`config.mk`:
```
export PLATFORM = sky130hd
export DESIGN_NAME = nv_shadow_sync
export DESIGN_NICKNAME = d
export VERILOG_FILES = /design/src/rtl/nv_shadow_sync.sv
export SDC_FILE = /design/constraint.sdc
export NUM_CORES = 1
export LEC_CHECK = 0
export BUFFER_PORTS_ARGS = -buffer_cell sky130_fd_sc_hd__buf_2
export CORE_UTILIZATION = 54
export CTS_CLUSTER_DIAMETER = 80
export DETAILED_ROUTE_END_ITERATION = 16
export GPL_ROUTABILITY_DRIVEN = 0
export GPL_TIMING_DRIVEN = 0
export PLACE_DENSITY = 0.82
export SLEW_MARGIN = 0
export SYNTH_ARGS = -nofsm -noshare
export SYNTH_HDL_FRONTEND = slang
export SYNTH_SLANG_ARGS = --single-unit
```
`constraint.sdc`:
```
create_clock -name clk -period 2.3 [get_ports clk]
set_input_delay 0.115 -clock clk [delete_from_list [all_inputs] [get_ports clk]]
set_output_delay 0.115 -clock clk [all_outputs]
set_load 0.005 [all_outputs]
```
`src/rtl/nv_shadow_sync.sv`:
```
module nv_shadow_sync #(
  parameter int WIDTH = 8,
  localparam int IDXW = (WIDTH > 1) ? $clog2(WIDTH) : 1
) (
  input  logic             clk,
  input  logic             rst_n,
  input  logic             pwr_good,
  input  logic             cap_open,
  input  logic [WIDTH-1:0] cap_val,
  input  logic [WIDTH-1:0] nv_rd,
  output logic             wr_req,
  output logic [IDXW-1:0]  wr_idx,
  output logic             wr_bit,
  input  logic             wr_done,
  output logic             idle
);

  logic [WIDTH-1:0] mirror;
  logic [WIDTH-1:0] diff;
  logic [IDXW-1:0]  pick;
  logic             start;

  assign diff  = mirror ^ cap_val;
  assign start = pwr_good && !cap_open && !wr_req && (|diff);
  assign idle  = !wr_req && (diff == '0);

  always_comb begin
    pick = '0;
    for (int i = WIDTH - 1; i >= 0; i--)
      if (diff[i]) pick = IDXW'(i);
  end

  always_ff @(posedge clk or negedge rst_n) begin
    if (!rst_n) begin
      wr_req <= 1'b0;
      wr_idx <= '0;
      wr_bit <= 1'b0;
    end else if (wr_req) begin
      if (wr_done) wr_req <= 1'b0;
    end else if (start) begin
      wr_req <= 1'b1;
      wr_idx <= pick;
      wr_bit <= cap_val[pick];
    end
  end

  always_ff @(posedge clk or negedge rst_n) begin
    if (!rst_n)
      mirror <= '0;
    else if (wr_req && wr_done)
      mirror[wr_idx] <= wr_bit;
    else if (!pwr_good && !wr_req)
      mirror <= nv_rd;
  end

endmodule

```
### Yosys cells after proc, flatten, opt, wreduce, memory -nomap -nowiden

Cells that the tools add are included.

* bitwise operators: 2
* reductions and logical operators: 14
* muxes and demuxes: 18
* $lt $le $gt $ge: 3

Operator list (count)
* two-way mux 3 bit: 8
* two-way mux 8 bit: 2
* bitwise mux 8 bit: 1
* zero test 8 bit: 1
* < comparator 3 x 4 -> 1 bit, second input constant: 2
* OR reduction 8 bit: 1
* XOR 8 bit: 1
* logical AND 1 bit: 7
* two-way mux 1 bit: 5
* binary-select mux 1 bit (select 3 bit): 1
* demux 1 bit (select 3 bit): 1
* greater-or-equal comparator 3 x 1 -> 1 bit, second input constant: 1
* zero test 1 bit: 3
* AND reduction 2 bit: 1
* nonzero test 2 bit: 1
* inverter 1 bit: 1

* bits in registers: 13
* output and inout bits: 6
* input bits: 21
* word-level logic and storage cells: 41

### Logic depth before layout (Yosys ltp)

* depth after elaboration: 11
* gate-level depth with buffers: 6
* mapped depth without buffers: 5

### Worst setup path before layout

No wires, ideal clock.

* path kind: register to register
* start: register mirror[3]
* end: register wr_bit
* setup time: 0.132 ns
* setup slack: 0.785 ns
* path buffers: 0
* stages on the path, launching flop included: 6
* required time: 2.168 ns
* clock period less this slack: 1.515 ns
* arrival time: 1.383 ns
* cell sequence: dfrtp_1 > xor2_2 > a211o_2 > and3_1 > a211oi_1 > a211oi_2

* cells in the longest elaborated chain, start to end: 7
* elaborated cells between the ends (all ways): 10
* classes of those cells: mux: 6; bitwise: 1; reduce/logical: 3

Ends and longest elaborated chain
* start: declaration: line 18 `logic [WIDTH-1:0] mirror;`
* start signal: indexed assignment: line 51 `mirror[wr_idx] <= wr_bit;`
* start signal: assignment: line 53 `mirror <= nv_rd;`
* XOR 8 bit *: line 23 `assign diff = mirror ^ cap_val;`
* two-way mux 3 bit (4 in series): line 30 `if (diff[i]) pick = IDXW'(i);`
* binary-select mux 1 bit (select 3 bit): line 43 `wr_bit <= cap_val[pick];`
* two-way mux 1 bit (implied by the code): line 43
* end signal: assignment: line 43
* end: declaration: line 13 `output logic wr_bit,`

Every way passes the cells marked *; elsewhere a longest branch is shown, timed or not. The select of a mux whose other input is x is not followed.
A chain may end at the register's enable or synchronous reset.

### Final worst setup path

* start: register mirror[0]
* end: output idle

* cells in the longest elaborated chain, start to end: 3

Ends and longest elaborated chain
* XOR 8 bit: line 23
* zero test 8 bit: line 25 `assign idle = !wr_req && (diff == '0);`
* logical AND 1 bit: line 25
* end: declaration: line 15 `output logic idle`

No other way between the ends.

==> impl_metrics.ini <==
[synth]
syn_area_um2 = 955
yosys.cell_types.count = 36
syn-instance-count = 104
syn-mean-instance-area_um2 = 9.18
seq_area_frac_synth_pct = 34.1
ys_warn_count = 0
syn_nets = 125
synth_seq_cells = 13

[clock_network]
cts-root-buf = clkbuf_4
postCtsSetupRepairBufs = 0
cts_buffers = 3
tritoncts = yes
path_clk_slew_ns = 0.08
cts.repair.resized = 0
htreeDepth = 1
cts_sinks = 13
clock_latency_ns = 0.28
cts.path.max_buffers = 2

[routing]
first_pass_iters = 10
via_count = 914
drt-vias-per-instance = 6.05
wl_per_cell_um = 15.0
drt_wl_total_um = 2270
drc_errors = 2
ant_nets = 0
drtIter0Drc = 33

[hold_path]
hold_depth = 3
hold_class = input port to flop

[layout]
finalInstanceArea_um2 = 1140
final_common_cell = buf_2
drive_above_1_share_pct = 31.9
syn2layout_area_growth_pct = 19.5
n_antenna_cell = 0
final_cell_mix = 27 x buf_2, 19 x a21oi_1, 15 x nor2_1
final_nets = 157

[die]
initial_core_util_pct = 60.6
coreArea_um2 = 1580
die-area_um2 = 1940
io_pins = 27
die_y_um = 44.0
die_x_um = 44.0
rows = 14

[outcome]
violations = DRC
status = finished with violations

[sta]
period_share_pct = 80.1
maxSlewViolCount = 0
finalSetupTns_ns = 0
fin_crit_ns = 1.84
fin_worst_skew_ns = 0.000904
relSlewSlack_pct = 67.9
tightest_slew_ns = 0.481
hold_viol_final = 0
setup_viol = 0
timing.hold.ws_ns = 0.0825
grt_setup_unrepaired = false
max_freq_mhz = 543

[placement]
hpwl_um = 1740
placed_cell_area_um2 = 1100
port_buffers = 26

[setup_path]
cp-end-kind = output pin
critPathLaunchType = flop
critical_path_class = flop to output pin
cp_max_fo = 4
cp_data_arrival_time_ns = 1.73
r2r_cells = 5
worstPathRequired_ns = 2.18

[global_routing]
antenna_found_initial = 0
grt_start_max_net_pins = 14
grt_pass1_wl_um = 3650
grt_pass1_vias = 831
overflow = 0
groute.usage.overall_pct = 26.3

[flow_run]
cap_violations = 0

[power]
p_total_uw = 887
vdd_ir_drop_max_mv = 0.524
leakage_uw = 0.000484
p_per_area_nw_per_um2 = 778
worst max-delay path, stage by stage, from the launching register on:
cell	delay [ns]
dfrtp_1	0.44
xor2_2	0.23
nor4_4	0.36
inv_1	0.12
nor3_1	0.17
buf_2	0.13
sequential cells by signal, summed over array words and instances (netlist names):
register / flops
mirror: 8
wr_bit: 1
wr_idx: 3
wr_req: 1
worst paths after layout:
| kind | start | end | slack, ns |
|---|---|---|---|
| min in group asynchronous | rst_n | mirror[7]$_DFFE_PN0P_ | 0.24 |
| max in group asynchronous | rst_n | mirror[6]$_DFFE_PN0P_ | 1.84 |
| worst min-delay path | nv_rd[4] | mirror[4]$_DFFE_PN0P_ | 0.08 |
| worst min register to register | mirror[5]$_DFFE_PN0P_ | mirror[5]$_DFFE_PN0P_ | 0.54 |
| worst max register to register | mirror[0]$_DFFE_PN0P_ | wr_bit$_DFFE_PN0P_ | 0.59 |
| worst max-delay path | mirror[0]$_DFFE_PN0P_ | idle | 0.46 |
cell usage after synthesis, drive strengths merged:
master	number	area (um2)
mux2i	1	10.0
buf	1	5.00
mux2	1	15.0
a21boi	1	7.51
a22oi	1	7.51
a211o	1	10.0
and3	1	6.26
nand2	4	15.0
a31oi	1	12.5
nand2b	1	6.26
a21o	2	16.3
a21oi	19	95.1
inv	4	15.0
nor3	3	20.0
xor2	8	92.6
and4	1	8.76
dfrtp	13	325
clkbuf	1	3.75
o31ai	1	7.51
nor2	15	56.3
a211oi	11	87.6
o211ai	2	15.0
o221ai	1	8.76
nor4	1	21.3
xnor2	2	17.5
o41ai	1	8.76
nand4b	1	8.76
nor2b	2	12.5
nor3b	3	38.8
layer usage:
layer	vias to the layer above	wire length [um]	GRT usage, %
met2	32	1040	42.4
met5	-	0	0
met3	4	111	4.08
li1	446	-	-
met4	0	35	12.7
met1	432	1090	34.8
stage by stage:
stage / utilization, % / setup WS [ns] / cells
2_1_floorplan: - / 0.785 / 104
6_report: 72.4 / 0.459 / 151
5_1_grt: 72.4 / 0.356 / 151
3_3_place_gp: 70.1 / 0.654 / 146
4_1_cts: 72.4 / 0.443 / 151
3_5_place_dp: 70.1 / 0.606 / 146
logic make-up (layout without fill, tap and decap cells):
group           Yosys count  in the layout  share of synthesized area, %
xor+xnor                 10             10                          11.5
simple gates             32             32                          20.3
mux                       2              2                          2.62
compound gates           41             41                          29.0
flops                    13             13                          34.1
buf+inv                   6             37                          2.49
layout make-up:
cell class	count	area, um2
Buffer	2	8.76
Inverter	4	15.0
Clock buffer	4	26.3
Multi-Input combinational cell	85	606
Fill cell	126	435
Timing Repair Buffer	27	140
Tap cell	16	20.0
Sequential cell	13	325
what timing repair did:
action / in CTS / in global routing
hold endpoints to repair: 13 / 0
hold buffers: 1 / 0
setup endpoints to repair: 0 / 0
report_power, final:
part | switching, uW | internal, uW
sequential | 87.3 | 286
combinational | 208 | 161
clock | 77.5 | 67.3
total | 373 | 515
Power figures use the tool's default switching activity.
